===== config.mk =====
export PLATFORM = sky130hd
export DESIGN_NAME = card_stat_irq
export DESIGN_NICKNAME = d
export VERILOG_FILES = /design/src/rtl/card_stat_pkg.sv /design/src/rtl/card_ctrl_regs.sv /design/src/rtl/card_status_unit.sv /design/src/rtl/card_irq_gen.sv /design/src/rtl/card_stat_irq.sv
export SDC_FILE = /design/constraint.sdc
export NUM_CORES = 1
export LEC_CHECK = 0
export ABC_AREA = 1
export BUFFER_PORTS_ARGS = -buffer_cell sky130_fd_sc_hd__buf_2
export CORE_MARGIN = 2
export CORE_UTILIZATION = 59
export CTS_CLUSTER_SIZE = 16
export DETAILED_ROUTE_END_ITERATION = 16
export HOLD_SLACK_MARGIN = 0.05
export PLACE_DENSITY = 0.86
export SYNTH_ARGS = -nofsm -noshare
export SYNTH_HDL_FRONTEND = slang
export SYNTH_SLANG_ARGS = --single-unit

===== constraint.sdc =====
create_clock -name clk_i -period 4.16 [get_ports clk_i]
set_clock_uncertainty 0.2 [all_clocks]
set_input_delay 0.416 -clock clk_i [delete_from_list [all_inputs] [get_ports clk_i]]
set_output_delay 0.416 -clock clk_i [all_outputs]
set_load 0.1 [all_outputs]

===== src/rtl/card_stat_pkg.sv =====
package card_stat_pkg;
  localparam int ADDR_W  = 12;
  localparam int NUM_IRQ = 2;

  typedef enum logic [3:0] {
    RG_PWR, RG_CLK, RG_ARG, RG_CMD, RG_TMR, RG_LEN, RG_DCTL,
    RG_STAT, RG_CLR, RG_MSK0, RG_MSK1, RG_ENG, RG_ID, RG_NONE
  } reg_sel_e;

  function automatic reg_sel_e decode(logic [ADDR_W-1:0] a);
    if (a[1:0] != 2'b00) return RG_NONE;
    if (a >= 12'hFE0) return RG_ID;
    if (a >= 12'h080 && a <= 12'h0BC) return RG_ENG;
    if (a >= 12'h010 && a <= 12'h020) return RG_ENG;
    case (a)
      12'h000: return RG_PWR;
      12'h004: return RG_CLK;
      12'h008: return RG_ARG;
      12'h00C: return RG_CMD;
      12'h024: return RG_TMR;
      12'h028: return RG_LEN;
      12'h02C: return RG_DCTL;
      12'h030: return RG_ENG;
      12'h034: return RG_STAT;
      12'h038: return RG_CLR;
      12'h03C: return RG_MSK0;
      12'h040: return RG_MSK1;
      12'h048: return RG_ENG;
      default: return RG_NONE;
    endcase
  endfunction

  function automatic logic [7:0] id_byte(logic [2:0] k);
    case (k)
      3'd0: return 8'h81;
      3'd1: return 8'h11;
      3'd2: return 8'h04;
      3'd3: return 8'h00;
      3'd4: return 8'h0D;
      3'd5: return 8'hF0;
      3'd6: return 8'h05;
      default: return 8'hB1;
    endcase
  endfunction
endpackage


===== src/rtl/card_ctrl_regs.sv =====
module card_ctrl_regs
  import card_stat_pkg::*;
#(
  parameter int DATA_W = 32,
  parameter int PWR_W  = 8,
  parameter int LEN_W  = 16,
  parameter int DCTL_W = 8
) (
  input  logic                            clk_i,
  input  logic                            rst_ni,
  input  logic                            wr_i,
  input  reg_sel_e                        sel_i,
  input  logic [DATA_W-1:0]               wdata_i,
  output logic [PWR_W-1:0]                pwr_o,
  output logic [PWR_W-1:0]                clkdiv_o,
  output logic [DATA_W-1:0]               arg_o,
  output logic [DATA_W-1:0]               cmd_o,
  output logic [DATA_W-1:0]               tmr_o,
  output logic [LEN_W-1:0]                len_o,
  output logic [DCTL_W-1:0]               dctrl_o,
  output logic [NUM_IRQ-1:0][DATA_W-1:0]  mask_o
);
  always_ff @(posedge clk_i or negedge rst_ni) begin
    if (!rst_ni) begin
      pwr_o    <= '0;
      clkdiv_o <= '0;
      arg_o    <= '0;
      cmd_o    <= '0;
      tmr_o    <= '0;
      len_o    <= '0;
      dctrl_o  <= '0;
    end else if (wr_i) begin
      case (sel_i)
        RG_PWR:  pwr_o    <= wdata_i[PWR_W-1:0];
        RG_CLK:  clkdiv_o <= wdata_i[PWR_W-1:0];
        RG_ARG:  arg_o    <= wdata_i;
        RG_CMD:  cmd_o    <= wdata_i;
        RG_TMR:  tmr_o    <= wdata_i;
        RG_LEN:  len_o    <= wdata_i[LEN_W-1:0];
        RG_DCTL: dctrl_o  <= wdata_i[DCTL_W-1:0];
        default: ;
      endcase
    end
  end

  for (genvar i = 0; i < NUM_IRQ; i++) begin : g_mask
    localparam reg_sel_e MSEL = (i == 0) ? RG_MSK0 : RG_MSK1;
    always_ff @(posedge clk_i or negedge rst_ni) begin
      if (!rst_ni)                    mask_o[i] <= '0;
      else if (wr_i && sel_i == MSEL) mask_o[i] <= wdata_i;
    end
  end
endmodule


===== src/rtl/card_status_unit.sv =====
module card_status_unit #(
  parameter int EVT_W = 11,
  parameter int LVL_W = 11,
  localparam int STAT_W = EVT_W + LVL_W
) (
  input  logic              clk_i,
  input  logic              rst_ni,
  input  logic [EVT_W-1:0]  set_i,
  input  logic              clr_en_i,
  input  logic [EVT_W-1:0]  clr_val_i,
  input  logic [LVL_W-1:0]  lvl_i,
  output logic [STAT_W-1:0] status_o
);
  logic [EVT_W-1:0] sticky_q;

  // set is OR'd after the clear so it wins on a collision
  always_ff @(posedge clk_i or negedge rst_ni) begin
    if (!rst_ni) sticky_q <= '0;
    else         sticky_q <= (sticky_q & ~(clr_en_i ? clr_val_i : '0)) | set_i;
  end

  assign status_o = {lvl_i, sticky_q};

  p_set_sticks_r2: assert property (@(posedge clk_i) disable iff (!rst_ni)
    (|set_i) |=> ((sticky_q & $past(set_i)) == $past(set_i)));

  p_clear_r3: assert property (@(posedge clk_i) disable iff (!rst_ni)
    (clr_en_i && set_i == '0) |=> ((sticky_q & $past(clr_val_i)) == '0));

  p_set_beats_clear_r4: assert property (@(posedge clk_i) disable iff (!rst_ni)
    (clr_en_i && |(set_i & clr_val_i)) |=>
      ((sticky_q & $past(set_i & clr_val_i)) == $past(set_i & clr_val_i)));
endmodule


===== src/rtl/card_irq_gen.sv =====
module card_irq_gen
  import card_stat_pkg::*;
#(
  parameter int DATA_W = 32,
  parameter int STAT_W = 22
) (
  input  logic [STAT_W-1:0]               status_i,
  input  logic [NUM_IRQ-1:0][DATA_W-1:0]  mask_i,
  output logic [NUM_IRQ-1:0]              irq_o
);
  logic [DATA_W-1:0] stat_ext;
  assign stat_ext = DATA_W'(status_i);

  for (genvar i = 0; i < NUM_IRQ; i++) begin : g_irq
    assign irq_o[i] = |(stat_ext & mask_i[i]);
  end
endmodule


===== src/rtl/card_stat_irq.sv =====
module card_stat_irq
  import card_stat_pkg::*;
#(
  parameter int DATA_W = 32,
  parameter int EVT_W  = 11,
  parameter int LVL_W  = 11,
  parameter int PWR_W  = 8,
  parameter int LEN_W  = 16,
  parameter int DCTL_W = 8
) (
  input  logic                clk_i,
  input  logic                rst_ni,
  input  logic                req_i,
  input  logic                we_i,
  input  logic [ADDR_W-1:0]   addr_i,
  input  logic [DATA_W-1:0]   wdata_i,
  output logic [DATA_W-1:0]   rdata_o,
  output logic                err_o,
  output logic                eng_sel_o,
  input  logic [DATA_W-1:0]   eng_rdata_i,
  input  logic [EVT_W-1:0]    evt_set_i,
  input  logic [LVL_W-1:0]    fifo_lvl_i,
  output logic [NUM_IRQ-1:0]  irq_o,
  output logic [PWR_W-1:0]    pwr_o,
  output logic [PWR_W-1:0]    clkdiv_o,
  output logic [DATA_W-1:0]   arg_o,
  output logic [DATA_W-1:0]   cmd_o,
  output logic [DATA_W-1:0]   dtimer_o,
  output logic [LEN_W-1:0]    dlen_o,
  output logic [DCTL_W-1:0]   dctrl_o
);
  localparam int STAT_W = EVT_W + LVL_W;

  reg_sel_e                       sel;
  logic                           wr;
  logic                           rd;
  logic [STAT_W-1:0]              stat_w;
  logic [NUM_IRQ-1:0][DATA_W-1:0] mask_w;
  logic [DATA_W-1:0]              rd_val;
  logic                           rd_err;

  assign sel       = decode(addr_i);
  assign wr        = req_i && we_i;
  assign rd        = req_i && !we_i;
  assign eng_sel_o = req_i && (sel == RG_ENG);

  card_ctrl_regs #(
    .DATA_W(DATA_W), .PWR_W(PWR_W), .LEN_W(LEN_W), .DCTL_W(DCTL_W)
  ) u_regs (
    .clk_i    (clk_i),
    .rst_ni   (rst_ni),
    .wr_i     (wr),
    .sel_i    (sel),
    .wdata_i  (wdata_i),
    .pwr_o    (pwr_o),
    .clkdiv_o (clkdiv_o),
    .arg_o    (arg_o),
    .cmd_o    (cmd_o),
    .tmr_o    (dtimer_o),
    .len_o    (dlen_o),
    .dctrl_o  (dctrl_o),
    .mask_o   (mask_w)
  );

  card_status_unit #(.EVT_W(EVT_W), .LVL_W(LVL_W)) u_stat (
    .clk_i     (clk_i),
    .rst_ni    (rst_ni),
    .set_i     (evt_set_i),
    .clr_en_i  (wr && sel == RG_CLR),
    .clr_val_i (wdata_i[EVT_W-1:0]),
    .lvl_i     (fifo_lvl_i),
    .status_o  (stat_w)
  );

  card_irq_gen #(.DATA_W(DATA_W), .STAT_W(STAT_W)) u_irq (
    .status_i (stat_w),
    .mask_i   (mask_w),
    .irq_o    (irq_o)
  );

  always_comb begin
    rd_val = '0;
    rd_err = 1'b0;
    case (sel)
      RG_PWR:  rd_val = DATA_W'(pwr_o);
      RG_CLK:  rd_val = DATA_W'(clkdiv_o);
      RG_ARG:  rd_val = arg_o;
      RG_CMD:  rd_val = cmd_o;
      RG_TMR:  rd_val = dtimer_o;
      RG_LEN:  rd_val = DATA_W'(dlen_o);
      RG_DCTL: rd_val = DATA_W'(dctrl_o);
      RG_STAT: rd_val = DATA_W'(stat_w);
      RG_CLR:  rd_val = '0;
      RG_MSK0: rd_val = mask_w[0];
      RG_MSK1: rd_val = mask_w[1];
      RG_ENG:  rd_val = eng_rdata_i;
      RG_ID:   rd_val = DATA_W'(id_byte(addr_i[4:2]));
      default: rd_err = 1'b1;
    endcase
  end

  always_ff @(posedge clk_i or negedge rst_ni) begin
    if (!rst_ni) begin
      rdata_o <= '0;
      err_o   <= 1'b0;
    end else begin
      err_o <= rd && rd_err;
      if (rd) rdata_o <= rd_val;
    end
  end

  p_irq_cause_r5: assert property (@(posedge clk_i) disable iff (!rst_ni)
    irq_o[0] |-> |(DATA_W'(stat_w) & mask_w[0]));

  p_irq1_cause_r5: assert property (@(posedge clk_i) disable iff (!rst_ni)
    irq_o[1] |-> |(DATA_W'(stat_w) & mask_w[1]));

  p_err_zero_r7: assert property (@(posedge clk_i) disable iff (!rst_ni)
    err_o |-> (rdata_o == '0));

  p_err_src_r7: assert property (@(posedge clk_i) disable iff (!rst_ni)
    err_o |-> $past(req_i && !we_i));

  p_eng_sel_r8: assert property (@(posedge clk_i) disable iff (!rst_ni)
    eng_sel_o |-> req_i);

  p_rdata_hold_r10: assert property (@(posedge clk_i) disable iff (!rst_ni)
    !req_i |=> $stable(rdata_o));
endmodule


======== Word level (Yosys, flattened, before mapping) ========
Index checks and enable logic that the tools add are counted.
W data, S select, Z words.
word-level totals
  bits in registers ....................... 244
  output and inout port bits .............. 172
  bits of input ports ..................... 102
  word-level logic and storage cells ...... 100
operators by class
  muxes and demuxes ....................... 23
  bitwise operators ....................... 5
  reductions and logical operators ........ 25
  eq/ne operators ......................... 30
  order comparisons ....................... 5
operator list
  kind                    count
  $pmux W32 S12           1
  $eq A12 B6 Y1 const B   7
  $and A22 B32 Y32        2
  $reduce_or A32 Y1       2
  $pmux W8 S7             1
  $pmux W4 S12            1
  $mux W4                 8
  $eq A12 B4 Y1 const B   2
  $eq A12 B7 Y1 const B   2
  $eq A4 B4 Y1 const B    5
  $eq A4 B3 Y1 const B    4
  $reduce_and A2 Y1       7
  $reduce_or A13 Y1       1
  $eq A12 B3 Y1 const B   1
  $ge A12 B12 Y1 const B  1
  $ge A12 B5 Y1 const B   1
  $ge A12 B8 Y1 const B   1
  $le A12 B6 Y1 const B   1
  $le A12 B8 Y1 const B   1
  $logic_not A12 Y1       1
  $and A11 B11 Y11        1
  $mux W1                 11
  $mux W11                1
  $not A11 Y11            1
  other kinds (12)        24

======== Logic depth before layout (Yosys ltp) ========
  depth after elaboration ................. 18
  depth in mapped cells ................... 18
  gate-level depth less buffers ........... 18

======== By module ========
From an unflattened synthesis, not the netlist that was laid out.
second synthesis, totals
  cells, all modules ...................... 1759
  area, all modules ....................... 13330.3 µm²
modules (own cells, without submodules)
  module            cells each  area an instance (µm²)  instances
  card_ctrl_regs    985         8654.6                  1
  card_stat_irq     625         3823.7                  1
  card_status_unit  67          534.3                   1
  card_irq_gen      82          317.8                   1

======== Worst setup path after synthesis ========
No wires, ideal clock.
  path kind ............................... input to output
  start point ............................. input port addr_i[8]
  end point ............................... output port eng_sel_o
  data arrival time ....................... 2.931 ns
  buffers on the path ..................... 1
  stages on the path ...................... 12
  slack ................................... 0.613 ns
  path through ............................ nor2_1 -> nand2_2 -> inv_2 -> buf_6 -> nand3_1 -> nor2_1 -> nor2_2 -> nand3_2 -> nand2_2 -> a21oi_2 -> nand2_1 -> nor2_1
on the way
  cells in the longest elaborated chain, start to end .. 12
ends and longest elaborated chain
  item                                            line                 RTL
  start: declaration                              card_stat_irq.sv:15  input logic [ADDR_W-1:0] addr_i,
  $ge A12 B5 Y1 or $le A12 B6 Y1 (tied branches)  card_stat_pkg.sv:14  if (a >= 12'h010 && a <= 12'h020) return RG_ENG;
  $logic_and A1 B1 Y1                             card_stat_pkg.sv:14
  $mux W1 (2 in series)                           card_stat_pkg.sv:14
  $mux W1                                         card_stat_pkg.sv:13  if (a >= 12'h080 && a <= 12'h0BC) return RG_ENG;
  $mux W1                                         card_stat_pkg.sv:12  if (a >= 12'hFE0) return RG_ID;
  $mux W4                                         card_stat_pkg.sv:15  case (a)
  $mux W4                                         card_stat_pkg.sv:14
  $mux W4 (*)                                     card_stat_pkg.sv:13
  $mux W4 (*)                                     card_stat_pkg.sv:12
  $eq A4 B4 Y1 (*)                                card_stat_irq.sv:45  assign eng_sel_o = req_i && (sel == RG_ENG);
  $logic_and A1 B1 Y1 (*)                         card_stat_irq.sv:45
  end: declaration                                card_stat_irq.sv:19  output logic eng_sel_o,
Mark *: on every way between the ends. The rest lies on a longest branch, timed or not. The select of a mux whose other input is x is not followed.

======== Final worst setup path ========
  start point ............................. input port addr_i[10]
  end point ............................... output port eng_sel_o
The elaborated chain is that of the path after synthesis.

==> impl_metrics.toml <==
[floorplanning]
core_area_mm2 = 0.0197
full_die_area_mm2 = 0.0213
die_height_um = 146
die_width_um = 146
io_pins = 274
initial_core_util_pct = 60.6
number_of_rows_in_the_core_area = 51

[power]
p_int_w = 0.00386
cellLeakagePower_nw = 7.80
power_frac_comb_pct = 5.7
power.share.sequential_pct = 47.5
p_clk_share_pct = 46.8
netSwitchingPower_w = 0.00115
power.switching_fraction_pct = 22.9
vdd_drop_max_mv = 0.316
cellPowerDensity_mw_per_mm2 = 336

[clocking]
post_cts_buffers = 0
ctsLongestPathBuffers = 3
cell_at_the_root_of_the_clock_tree = "clkbuf_16"
clkLatencyLatePin_ns = 0.54
clock_buffer_count_from_cts = 26
tritoncts_num_sinks = 244
htree_num_levels = 1
tritoncts = "yes"
cts.clk_slew.worst_paths_ns = 0.05

[run]
max-cap-violations = 0

[routing]
firstDrtPassIters = 6
routed.top_layer = "met4"
drc = 0
dr_wl_met3_mm = 4.47
met2_wire_len_mm = 18.9
vias = 12200
drt.antenna.violating_nets = 0
avgRoutedWirePerCell_um = 19.5
m1WireLength_mm = 15.2
routed_via_density = 5.87
number_of_drc_violations_after_detailed_routing_iteration_0 = 1302
detail_route.wirelength_mm = 40.4

[layout]
final_layout_size_suffix_gt1_share_pct = 23.1
most-common-layout-cells = "436 x nand2_1, 271 x buf_2, 244 x dfrtp_1, 214 x o21ai_0, 169 x inv_1"
num_antenna_cells = 0
mostFrequentLayoutCell = "nand2_1"
layout-area-overhead-vs-synth_pct = 25.2
finalNetCount = 1897

[critical_path]
critical_path.endpoint_type = "primary output"
timing.critical_path.fanout_max = 24
worstPathArrival_ns = 2.82
endpoint_required_time_on_the_critical_path_ns = 3.54
timing.critical_path.from_type = "primary input"
timing.setup.critical_path_class = "in2out"
cell_depth_of_the_worst_flop_to_flop_path = 6

[synth]
yosys_register_bits = 244
seq_area_frac_synth_pct = 51.3
postSynthAreaPerCell_um2 = 8.04
number_of_instances_in_the_synthesized_netlist = 1481
synth_nets = 1583
yosysWarnings = 0
synth_flop_cell = "dfrtp_1"
synth_async_sr_flop_share_pct = 100
post_syn_area_mm2 = 0.0119
number_of_flops_mapped_to_enable_cells_by_yosys = 0
netlist-cell-type-count = 35

[timing]
setup_viol = 0
finalSetupTns_ns = 0
finalWorstPathRequiredPeriod_ns = 3.43
timing.hold.ws_ns = 0.0765
final-hold-violation-count = 0
achievable_clock_frequency_mhz = 291
final_min_period_over_clock_period_pct = 82.5
rsz0062_at_grt = "no"
tightest_slew_ns = 1.26
max_slew_margin_pct = 16.0
slew_viol_final = 0

[hold_path]
hold_path.class = "in2reg"
min_delay_path_depth = 3

[placed_design]
dp_hpwl_mm = 26.4
gpl.final_weighted_congestion = 0.956
port-buffer-count = 273

[global_route]
antenna_found_initial = 0
maximum_number_of_pins_on_one_net_before_global_route_repair = 115
first_pass_grt_wire_length_mm = 63.8
first_global_vias = 12000
grt_overflow = 0
track_usage_pct = 37.7

[outcome]
outcome = "finished clean"
## synthesized netlist by cell type (2+ instances only)
master,number,share of area [%]
a21oi_1,4,0.17
a21oi_2,2,0.15
a221oi_1,15,1.1
a22o_1,8,0.59
buf_1,3,0.095
buf_2,9,0.38
buf_6,9,0.85
clkbuf_1,40,1.3
clkinv_1,2,0.063
dfrtp_1,244,51
inv_1,169,5.3
inv_2,11,0.35
nand2_1,439,14
nand2_2,20,1.1
nand2_4,2,0.19
nand3_1,80,3.4
nand3_2,4,0.34
nand3b_1,9,0.57
nand4_1,13,0.68
nor2_1,55,1.7
nor2_2,7,0.37
nor2_4,3,0.28
nor3_1,13,0.55
nor3_2,2,0.17
o2111ai_1,3,0.22
o21ai_0,214,9.0
o21ai_1,42,1.8
o21ai_2,32,2.4
o21bai_1,11,0.69
o22ai_1,11,0.58
## state kept, by name, summed over array words and instances (netlist names)
name,cells
u_regs.len_o,16
u_regs.clkdiv_o,8
u_regs.pwr_o,8
u_regs.arg_o,32
u_regs.dctrl_o,8
u_stat.sticky_q,11
u_regs.cmd_o,32
err_o,1
rdata_o,32
u_regs.mask_o,64
u_regs.tmr_o,32
## power groups by stage
| stage | sequential [W] | combinational (W) | clock, W |
|---|---|---|---|
| 2_1_floorplan | 0.00244 | 0.0000712 | 0 |
| 3_3_place_gp | 0.00242 | 0.000235 | 0 |
| 3_5_place_dp | 0.00242 | 0.000235 | 0 |
| 4_1_cts | 0.00238 | 0.000277 | 0.00232 |
| 5_1_grt | 0.00238 | 0.000307 | 0.00244 |
| 6_report | 0.00238 | 0.000285 | 0.00234 |
## stage by stage
| stage | worst slack [ns] | instances | cell area, um2 | power [W] | utilization [%] |
|---|---|---|---|---|---|
| 6_report | 0.727 | 2078 | 14900 | 0.00501 | 75.8 |
| 5_1_grt | 0.541 | 2078 | 14900 | 0.00513 | 75.8 |
| 4_1_cts | 0.775 | 2078 | 14900 | 0.00498 | 75.8 |
| 3_5_place_dp | 0.647 | 1975 | 13500 | 0.00266 | 68.5 |
| 3_3_place_gp | 0.749 | 1975 | 13500 | 0.00266 | 68.5 |
| 2_1_floorplan | 0.613 | 1481 | 11900 | 0.00251 | - |
## area by class of cell
cell class	instances	area, um2
clock buffer	44	818
clock inverter	2	46.3
fill	1423	4750
inverter	182	683
multi-input combinational	994	4820
sequential	244	6110
tap	265	332
timing repair buffer	347	2100
## path summary, 6_finish.rpt
check	startpoint	to	slack, ns
max in group asynchronous	rst_ni	err_o	2.46
worst min register to register	rdata_o[26]	rdata_o[26]	0.28
worst min-delay path	wdata_i[31]	u_regs.cmd_o[31]	0.08
worst max-delay path	addr_i[10]	eng_sel_o	0.73
worst max register to register	u_regs.dctrl_o[1]	rdata_o[1]	2.39
min in group asynchronous	rst_ni	u_regs.clkdiv_o[5]	0.31
## layer usage
metal | up-vias | GRT usage [%]
li1 | 5435 | -
met5 | - | 0
met4 | 0 | 16.3
met3 | 158 | 7.06
met1 | 5788 | 51.0
met2 | 827 | 60.3
## kinds of logic after synthesis
| group | share of synthesized area (%) |
|---|---|
| AO/OA/AOI/OAI | 16.9 |
| buffers and inverters | 8.32 |
| flip-flops | 51.3 |
| AND/OR/NAND/NOR | 23.5 |
## worst max-delay path, stage by stage
cell and delay, ns:
buf_2 0.10, nor2_1 0.13, nand2_2 0.14, inv_2 0.30, buf_4 0.40, nand2_1 0.14, nand2_1 0.09, nor3_2 0.06
a21oi_2 0.36, nand2_1 0.23, nor2_1 0.23, buf_12 0.21
## timing repair
| action | 4_1_cts | 5_1_grt |
|---|---|---|
| hold buffers | 57 | 0 |
| setup endpoints to repair | 0 | 0 |
| endpoints found under the hold margin | 199 | 0 |
| resized for setup | 0 | 0 |
Power figures use the tool's default switching activity.
